===== src/rtl/rs_pkg.sv =====
package rs_pkg;
  // Lifecycle of one reservation entry.
  typedef enum logic [1:0] {
    ST_FREE = 2'd0,
    ST_HELD = 2'd1,
    ST_SENT = 2'd2
  } ent_state_t;
endpackage


===== src/rtl/rs_slot.sv =====
// One operand slot: a value and the tag of its pending producer.
module rs_slot #(
  parameter int DATA_W = 16,
  parameter int TAG_W  = 4
) (
  input  logic              clk,
  input  logic              rst_n,
  input  logic              load,
  input  logic [DATA_W-1:0] in_val,
  input  logic [TAG_W-1:0]  in_tag,
  input  logic              bus_valid,
  input  logic [TAG_W-1:0]  bus_tag,
  input  logic [DATA_W-1:0] bus_value,
  output logic [DATA_W-1:0] val,
  output logic [TAG_W-1:0]  tag
);
  function automatic logic hit(input logic [TAG_W-1:0] want, input logic bv,
                               input logic [TAG_W-1:0] bt);
    return bv && (want != '0) && (bt == want);
  endfunction

  always_ff @(posedge clk) begin
    if (!rst_n) begin
      val <= '0;
      tag <= '0;
    end else if (load) begin
      if (hit(in_tag, bus_valid, bus_tag)) begin
        val <= bus_value;
        tag <= '0;
      end else begin
        val <= in_val;
        tag <= in_tag;
      end
    end else if (hit(tag, bus_valid, bus_tag)) begin
      val <= bus_value;
      tag <= '0;
    end
  end
endmodule


===== src/rtl/rs_entry.sv =====
// One reservation entry: state, operation and two capturing slots.
module rs_entry import rs_pkg::*; #(
  parameter int DATA_W = 16,
  parameter int TAG_W  = 4,
  parameter int OP_W   = 3,
  parameter logic [TAG_W-1:0] MY_TAG = '1
) (
  input  logic              clk,
  input  logic              rst_n,
  input  logic              alloc,
  input  logic [OP_W-1:0]   in_op,
  input  logic [DATA_W-1:0] in_vj,
  input  logic [TAG_W-1:0]  in_qj,
  input  logic [DATA_W-1:0] in_vk,
  input  logic [TAG_W-1:0]  in_qk,
  input  logic              send,
  input  logic              bus_valid,
  input  logic [TAG_W-1:0]  bus_tag,
  input  logic [DATA_W-1:0] bus_value,
  output logic              busy,
  output logic              ready,
  output logic              sent,
  output logic              freed,
  output logic [OP_W-1:0]   op,
  output logic [DATA_W-1:0] vj,
  output logic [DATA_W-1:0] vk
);
  ent_state_t       state;
  logic [TAG_W-1:0] qj, qk;

  rs_slot #(.DATA_W(DATA_W), .TAG_W(TAG_W)) u_slot_j (
    .clk(clk), .rst_n(rst_n), .load(alloc), .in_val(in_vj), .in_tag(in_qj),
    .bus_valid(bus_valid), .bus_tag(bus_tag), .bus_value(bus_value),
    .val(vj), .tag(qj));

  rs_slot #(.DATA_W(DATA_W), .TAG_W(TAG_W)) u_slot_k (
    .clk(clk), .rst_n(rst_n), .load(alloc), .in_val(in_vk), .in_tag(in_qk),
    .bus_valid(bus_valid), .bus_tag(bus_tag), .bus_value(bus_value),
    .val(vk), .tag(qk));

  assign busy  = (state != ST_FREE);
  assign sent  = (state == ST_SENT);
  assign ready = (state == ST_HELD) && (qj == '0) && (qk == '0);
  assign freed = sent && bus_valid && (bus_tag == MY_TAG);

  always_ff @(posedge clk) begin
    if (!rst_n) begin
      state <= ST_FREE;
      op    <= '0;
    end else begin
      if (alloc) begin
        state <= ST_HELD;
        op    <= in_op;
      end else if (send) begin
        state <= ST_SENT;
      end else if (freed) begin
        state <= ST_FREE;
      end
    end
  end
endmodule


===== src/rtl/rs_pick.sv =====
// Lowest-index one-hot grant.
module rs_pick #(
  parameter int N = 4
) (
  input  logic [N-1:0] req,
  output logic [N-1:0] grant,
  output logic         any
);
  always_comb begin
    logic found;
    found = 1'b0;
    grant = '0;
    for (int i = 0; i < N; i++) begin
      if (req[i] && !found) begin
        grant[i] = 1'b1;
        found    = 1'b1;
      end
    end
  end
  assign any = |req;
endmodule


===== src/rtl/rs_fu_timer.sv =====
// Functional-unit occupancy: busy for FU_LAT cycles from each start.
module rs_fu_timer #(
  parameter int FU_LAT = 3
) (
  input  logic clk,
  input  logic rst_n,
  input  logic start,
  output logic free
);
  localparam int CNT_W = (FU_LAT > 1) ? $clog2(FU_LAT + 1) : 1;
  localparam logic [CNT_W-1:0] RELOAD = CNT_W'(FU_LAT - 1);
  logic [CNT_W-1:0] cnt;

  always_ff @(posedge clk) begin
    if (!rst_n)          cnt <= '0;
    else if (start)      cnt <= RELOAD;
    else if (cnt != '0)  cnt <= cnt - 1'b1;
  end
  assign free = (cnt == '0);
endmodule


===== src/rtl/rs_bank.sv =====
module rs_bank import rs_pkg::*; #(
  parameter int NUM_ENT = 4,
  parameter int DATA_W  = 16,
  parameter int OP_W    = 3,
  parameter int UNIT_W  = 2,
  parameter logic [UNIT_W-1:0] UNIT_CODE = 1,
  parameter int FU_LAT  = 3,
  localparam int IDX_W  = (NUM_ENT > 1) ? $clog2(NUM_ENT) : 1,
  localparam int TAG_W  = UNIT_W + IDX_W
) (
  input  logic              clk,
  input  logic              rst_n,
  input  logic              iss_valid,
  input  logic [OP_W-1:0]   iss_op,
  input  logic [DATA_W-1:0] iss_vj,
  input  logic [TAG_W-1:0]  iss_qj,
  input  logic [DATA_W-1:0] iss_vk,
  input  logic [TAG_W-1:0]  iss_qk,
  output logic              iss_stall,
  input  logic              bus_valid,
  input  logic [TAG_W-1:0]  bus_tag,
  input  logic [DATA_W-1:0] bus_value,
  output logic              disp_valid,
  output logic [OP_W-1:0]   disp_op,
  output logic [DATA_W-1:0] disp_vj,
  output logic [DATA_W-1:0] disp_vk,
  output logic [TAG_W-1:0]  disp_tag
);
  function automatic logic [TAG_W-1:0] make_tag(input int idx);
    logic [IDX_W-1:0] ix;
    ix = IDX_W'(idx);
    return {UNIT_CODE, ix};
  endfunction

  // Named internal events, also observed by the bound checker.
  logic [NUM_ENT-1:0] ent_busy, ent_ready, ent_sent, ent_freed;
  logic [NUM_ENT-1:0] alloc_sel, disp_sel;
  logic               alloc_fire, any_free, any_ready, fu_free;

  logic [OP_W-1:0]   e_op [NUM_ENT];
  logic [DATA_W-1:0] e_vj [NUM_ENT];
  logic [DATA_W-1:0] e_vk [NUM_ENT];

  rs_pick #(.N(NUM_ENT)) u_alloc_pick (
    .req(~ent_busy), .grant(alloc_sel), .any(any_free));

  rs_pick #(.N(NUM_ENT)) u_disp_pick (
    .req(ent_ready), .grant(disp_sel), .any(any_ready));

  rs_fu_timer #(.FU_LAT(FU_LAT)) u_fu (
    .clk(clk), .rst_n(rst_n), .start(disp_valid), .free(fu_free));

  assign iss_stall  = !any_free;
  assign alloc_fire = iss_valid && any_free;
  assign disp_valid = any_ready && fu_free;

  for (genvar g = 0; g < NUM_ENT; g++) begin : g_ent
    rs_entry #(
      .DATA_W(DATA_W), .TAG_W(TAG_W), .OP_W(OP_W), .MY_TAG(make_tag(g))
    ) u_ent (
      .clk(clk), .rst_n(rst_n),
      .alloc(alloc_fire && alloc_sel[g]),
      .in_op(iss_op), .in_vj(iss_vj), .in_qj(iss_qj),
      .in_vk(iss_vk), .in_qk(iss_qk),
      .send(disp_valid && disp_sel[g]),
      .bus_valid(bus_valid), .bus_tag(bus_tag), .bus_value(bus_value),
      .busy(ent_busy[g]), .ready(ent_ready[g]), .sent(ent_sent[g]),
      .freed(ent_freed[g]),
      .op(e_op[g]), .vj(e_vj[g]), .vk(e_vk[g]));
  end

  always_comb begin
    disp_op  = '0;
    disp_vj  = '0;
    disp_vk  = '0;
    disp_tag = '0;
    for (int i = 0; i < NUM_ENT; i++) begin
      if (disp_sel[i]) begin
        disp_op  = disp_op  | e_op[i];
        disp_vj  = disp_vj  | e_vj[i];
        disp_vk  = disp_vk  | e_vk[i];
        disp_tag = disp_tag | make_tag(i);
      end
    end
  end
endmodule


===== config.mk =====
export PLATFORM = sky130hd
export DESIGN_NAME = rs_bank
export DESIGN_NICKNAME = d
export VERILOG_FILES = /design/src/rtl/rs_pkg.sv /design/src/rtl/rs_slot.sv /design/src/rtl/rs_entry.sv /design/src/rtl/rs_pick.sv /design/src/rtl/rs_fu_timer.sv /design/src/rtl/rs_bank.sv
export SDC_FILE = /design/constraint.sdc
export NUM_CORES = 1
export LEC_CHECK = 0
export ABC_AREA = 1
export CAP_MARGIN = 5
export CORE_AREA = 4 4 190 192
export CTS_BUF_LIST = sky130_fd_sc_hd__clkbuf_16
export CTS_CLUSTER_DIAMETER = 120
export DETAILED_ROUTE_END_ITERATION = 7
export DIE_AREA = 0 0 194 196
export DONT_BUFFER_PORTS = 1
export HOLD_SLACK_MARGIN = 0.15
export PLACE_DENSITY_LB_ADDON = 0.2
export SYNTH_ARGS = -nofsm -noshare
export SYNTH_HDL_FRONTEND = slang
export SYNTH_SLANG_ARGS = --single-unit

===== constraint.sdc =====
create_clock -name clk -period 2 [get_ports clk]
set_input_delay 0.2 -clock clk [delete_from_list [all_inputs] [get_ports clk]]
set_output_delay 0.2 -clock clk [all_outputs]
set_load 0.02 [all_outputs]

==> results.py <==
metrics = {
    "timing": {
        "slew_headroom_pct": 61.13,
        "setup-violations-final": 38,
        "period_utilisation_layout_pct": 115.5,
        "fin_crit_ns": 2.310,
        "fmax_mhz": 433.0,
        "slew_viol_final": 0,
        "hold_viol": 0,
        "setup_slack_ns": -0.3097,
        "worstMarginPinSlew_ns": 0.5809,
        "unrepaired_setup_endpoints_after_global_routing": "yes",
        "worst_clock_skew_ns": 0.02071,
    },
    "setup_path": {
        "critPathArrivalTime_ns": 2.11,
        "rr_endpoint": "g_ent[2].u_ent.u_slot_k.val[10]$_SDFFE_PN0P_",
        "regToRegSetupSlack_ns": 0.06,
        "required_ns": 1.80,
        "critical_path.endpoint_type": "output pin",
        "timing.critical_path.fanout_max": 12,
        "reg2reg_from": "g_ent[0].u_ent.state[0]$_SDFFE_PN0P_",
        "reg2regPathDepth": 12,
        "worstSetupStartpointType": "flop",
        "critical_path_class": "reg -> out",
    },
    "clock_network": {
        "cts_root_buffer": "sky130_fd_sc_hd__clkbuf_16",
        "clock_sinks": 182,
        "cts_buffers": 17,
        "cts_tree": "yes",
        "clockBufferDepth": 2,
        "htreeDepth": 4,
        "clock_insertion_delay_worst_skew_ns": 0.46,
        "worst_setup_hold_path_clk_slew_ns": 0.08,
    },
    "synth": {
        "synth_area_leaders": "sky130_fd_sc_hd__dfxtp_1 (31%), sky130_fd_sc_hd__nand3_1 (17%), sky130_fd_sc_hd__nand2_1 (13%)",
        "synth_edf_count": 0,
        "synthesis.instances": 1862,
        "synth_seq_area_share_pct": 30.68,
        "yosys_warnings": 0,
        "synth_top_flop_cell": "sky130_fd_sc_hd__dfxtp_1",
        "asyncSetResetFlopFracSynth_pct": 0,
        "synth.cell_area_mm2": 0.01188,
        "postSynthNetCount": 1929,
        "netlist.area_leader.share_pct": 30.68,
        "ys_types": 34,
        "synth_top_area_cell": "sky130_fd_sc_hd__dfxtp_1",
        "average_instance_area_after_synthesis_um2": 6.378,
        "ys_ff_latch": 182,
    },
    "power": {
        "power.sequential.fraction_pct": 39.4,
        "share_clk_of_total_power_pct": 34.8,
        "intPower_w": 0.006512,
        "p_comb_share_pct": 25.8,
        "cellLeakagePower_nw": 6.282,
        "power_switching_share_pct": 35.50,
        "powerDensity_mw_per_mm2": 678.9,
        "largest_voltage_drop_on_the_vdd_net_uv": 595.6,
        "total_power_of_the_final_layout_w": 0.01010,
        "netSwitchingPower_w": 0.003584,
    },
    "floorplan": {
        "core.rowCount": 68,
        "core_area_mm2": 0.03437,
        "pin_count": 108,
        "initial_utilization_pct": 34.55,
        "fp.dieArea_mm2": 0.03802,
        "die_h_um": 196,
        "die_x_um": 194,
    },
    "drt": {
        "drtIter0Drc": 1353,
        "drt_wl_cell_um": 20.78,
        "vias": 13330,
        "remaining_drc_errors": 0,
        "drt-pass1-iter-count": 5,
        "route.antenna.remaining_nets": 0,
        "totalWireLength_um": 50840,
        "drt-vias-per-instance": 5.451,
    },
    "grt": {
        "grt_usage_pct": 24.68,
        "first_global_vias": 12020,
        "grt_start_max_net_pins": 49,
        "grt_remaining_overflow": 0,
        "number_of_antenna_violations_at_the_first_check_in_global_routing": 0,
        "global_route_wire_length_before_repair_um": 73970,
    },
    "placed_design": {
        "gp_congestion": 0.9083,
        "place_ws_ns": 0.02509,
        "detailed_place.area_mm2": 0.01293,
        "port_buffers": 0,
        "place_hpwl_um": 33990,
    },
    "min_path": {
        "worstHoldPathCells": 6,
        "worstHoldPathType": "in -> reg",
        "hp-start": "bus_value[9]",
        "whs_endpoint": "g_ent[1].u_ent.u_slot_k.val[9]$_SDFFE_PN0P_",
    },
    "layout": {
        "area_growth_pct": 25.22,
        "finish.net_count": 2045,
        "layout.cell_area.non_filler_mm2": 0.01487,
        "antenna-diode-count": 0,
        "post_route_cells_drive_above_1_share_pct": 20.59,
    },
    "run_status": {
        "violations": "setup timing",
        "run_status": "finished, violations left",
    },
    "flow_run": {
        "maxCapViolCount": 0,
    },
}
## sequential cells by signal, summed over array words and instances, names as in the netlist
register                  flops
g_ent.u_ent.u_slot_k.val     64
g_ent.u_ent.u_slot_k.tag     16
g_ent.u_ent.u_slot_j.tag     16
g_ent.u_ent.op               12
g_ent.u_ent.u_slot_j.val     64
u_fu.cnt                      2
g_ent.u_ent.state             8
## per-stage QoR
stage	TNS (ns)	utilization, %	cells	hold slack, ns
CTS	-10.13	41.86	2425	0.1535
finish	-8.596	43.26	2446	0.1677
floorplan	0	-	1862	0.3349
global placement	0	37.62	2321	0.3380
detailed placement	0	37.62	2321	0.3434
global route	-12.43	43.26	2446	0.1841
## layer usage
layer	up-vias	part of all wire, %	GRT usage, %
li1	6314	-	-
met1	6192	45	37.21
met2	742	41	35.37
met3	84	11	5.032
met4	0	2.7	7.083
met5	-	0	0
## power by group through the flow
stage / registers (W) / clock network [W] / logic [W]
3_5_place_dp: 0.00405 / 0 / 0.00220
3_3_place_gp: 0.00405 / 0 / 0.00219
4_1_cts: 0.00397 / 0.00356 / 0.00239
6_report: 0.00398 / 0.00352 / 0.00260
2_1_floorplan: 0.00401 / 0 / 0.00149
5_1_grt: 0.00400 / 0.00368 / 0.00280
## layout by cell type, fill, tap and decap left out, types with 4 or more instances in the layout
cell type and n:
sky130_fd_sc_hd__inv_8 5, sky130_fd_sc_hd__inv_1 224, sky130_fd_sc_hd__nor3_1 5, sky130_fd_sc_hd__nand2_2 41, sky130_fd_sc_hd__inv_2 21, sky130_fd_sc_hd__o21ai_1 8
sky130_fd_sc_hd__a21oi_2 59, sky130_fd_sc_hd__buf_4 102, sky130_fd_sc_hd__nand3_4 5, sky130_fd_sc_hd__dlygate4sd3_1 61, sky130_fd_sc_hd__xnor2_1 6, sky130_fd_sc_hd__nand3_1 412
sky130_fd_sc_hd__a21oi_1 117, sky130_fd_sc_hd__inv_4 4, sky130_fd_sc_hd__nand3_2 16, sky130_fd_sc_hd__dfxtp_1 173, sky130_fd_sc_hd__nand2_4 17, sky130_fd_sc_hd__dfxtp_2 9
sky130_fd_sc_hd__clkbuf_16 24, sky130_fd_sc_hd__o21ai_2 11, sky130_fd_sc_hd__nor3_4 5, sky130_fd_sc_hd__nor2_2 15, sky130_fd_sc_hd__nor2_1 89, sky130_fd_sc_hd__buf_6 23
sky130_fd_sc_hd__nand2_1 397, sky130_fd_sc_hd__buf_12 20, sky130_fd_sc_hd__nand4_1 67, sky130_fd_sc_hd__nor2_4 15, sky130_fd_sc_hd__o21ai_0 15
## worst max-delay path, stage by stage (launching register included)
cell,delay [ns]
sky130_fd_sc_hd__dfxtp_2,0.32
sky130_fd_sc_hd__nor2_2,0.11
sky130_fd_sc_hd__nand2_2,0.09
sky130_fd_sc_hd__nor3_2,0.15
sky130_fd_sc_hd__buf_4,0.15
sky130_fd_sc_hd__inv_4,0.04
sky130_fd_sc_hd__nor2_4,0.19
sky130_fd_sc_hd__buf_12,0.19
sky130_fd_sc_hd__nand2_1,0.07
sky130_fd_sc_hd__nand4_1,0.17
sky130_fd_sc_hd__buf_4,0.19
## cell families (layout without fill, tap and decap cells)
| group | after synthesis | after routing | synth area share [%] |
|---|---|---|---|
| compound gates | 214 | 214 | 11.21 |
| xor+xnor | 6 | 6 | 0.4425 |
| buf+inv | 371 | 500 | 13.90 |
| flops | 182 | 182 | 30.68 |
| other cells | 1 | 1 | 0.03158 |
| simple gates | 1088 | 1088 | 43.74 |
## synth_stat cells, types with 3 or more instances
master / instances
sky130_fd_sc_hd__a21oi_1: 120
sky130_fd_sc_hd__buf_2: 47
sky130_fd_sc_hd__nand2_2: 22
sky130_fd_sc_hd__clkbuf_1: 37
sky130_fd_sc_hd__nor2_2: 7
sky130_fd_sc_hd__dfxtp_1: 182
sky130_fd_sc_hd__nand3_1: 415
sky130_fd_sc_hd__nor2_1: 105
sky130_fd_sc_hd__nand2_1: 422
sky130_fd_sc_hd__o21ai_1: 8
sky130_fd_sc_hd__a21oi_2: 56
sky130_fd_sc_hd__buf_1: 5
sky130_fd_sc_hd__buf_6: 20
sky130_fd_sc_hd__nand2_4: 12
sky130_fd_sc_hd__nand4_1: 67
sky130_fd_sc_hd__buf_4: 8
sky130_fd_sc_hd__inv_1: 232
sky130_fd_sc_hd__o21ai_0: 18
sky130_fd_sc_hd__inv_2: 17
sky130_fd_sc_hd__nor2_4: 7
sky130_fd_sc_hd__nor3_4: 5
sky130_fd_sc_hd__o21ai_2: 8
sky130_fd_sc_hd__inv_4: 3
sky130_fd_sc_hd__xnor2_1: 6
sky130_fd_sc_hd__nand3_2: 16
sky130_fd_sc_hd__nor3_1: 6
## area by class of cell
class	instances	area (um^2)
Fill cell	3634	19500
Multi-Input combinational cell	1309	6828
Sequential cell	182	3655
Timing Repair Buffer	215	2251
Inverter	253	975.9
Tap cell	455	569.3
Clock buffer	17	425.4
Clock inverter	15	166.4
## worst max path at each step
stage	from	endpoint	slack (ns)	cells past startpoint
3_3_place_gp	g_ent[3].u_ent.u_slot_k.tag[1]$_SDFFE_PN0P_	disp_vj[15]	0.02	10
6_report	g_ent[3].u_ent.u_slot_k.tag[1]$_SDFFE_PN0P_	disp_vj[15]	-0.31	10
5_1_grt	g_ent[3].u_ent.u_slot_k.tag[0]$_SDFFE_PN0P_	disp_vk[8]	-0.40	11
4_1_cts	g_ent[1].u_ent.state[0]$_SDFFE_PN0P_	disp_op[1]	-0.32	9
3_5_place_dp	g_ent[3].u_ent.u_slot_k.tag[1]$_SDFFE_PN0P_	disp_vj[15]	0.03	10
2_1_floorplan	g_ent[0].u_ent.state[0]$_SDFFE_PN0P_	disp_vj[15]	0.31	9
## timing repair
action                                  CTS  global route
buffers inserted                          8            12
endpoints found under the hold margin   175             0
endpoints found under the setup margin   39           114
cloned                                    2            10
hold buffers                             62             0
pin swaps                                15            15
gates resized for setup                  48            60
No activity file was read; power rests on OpenSTA's default activity.
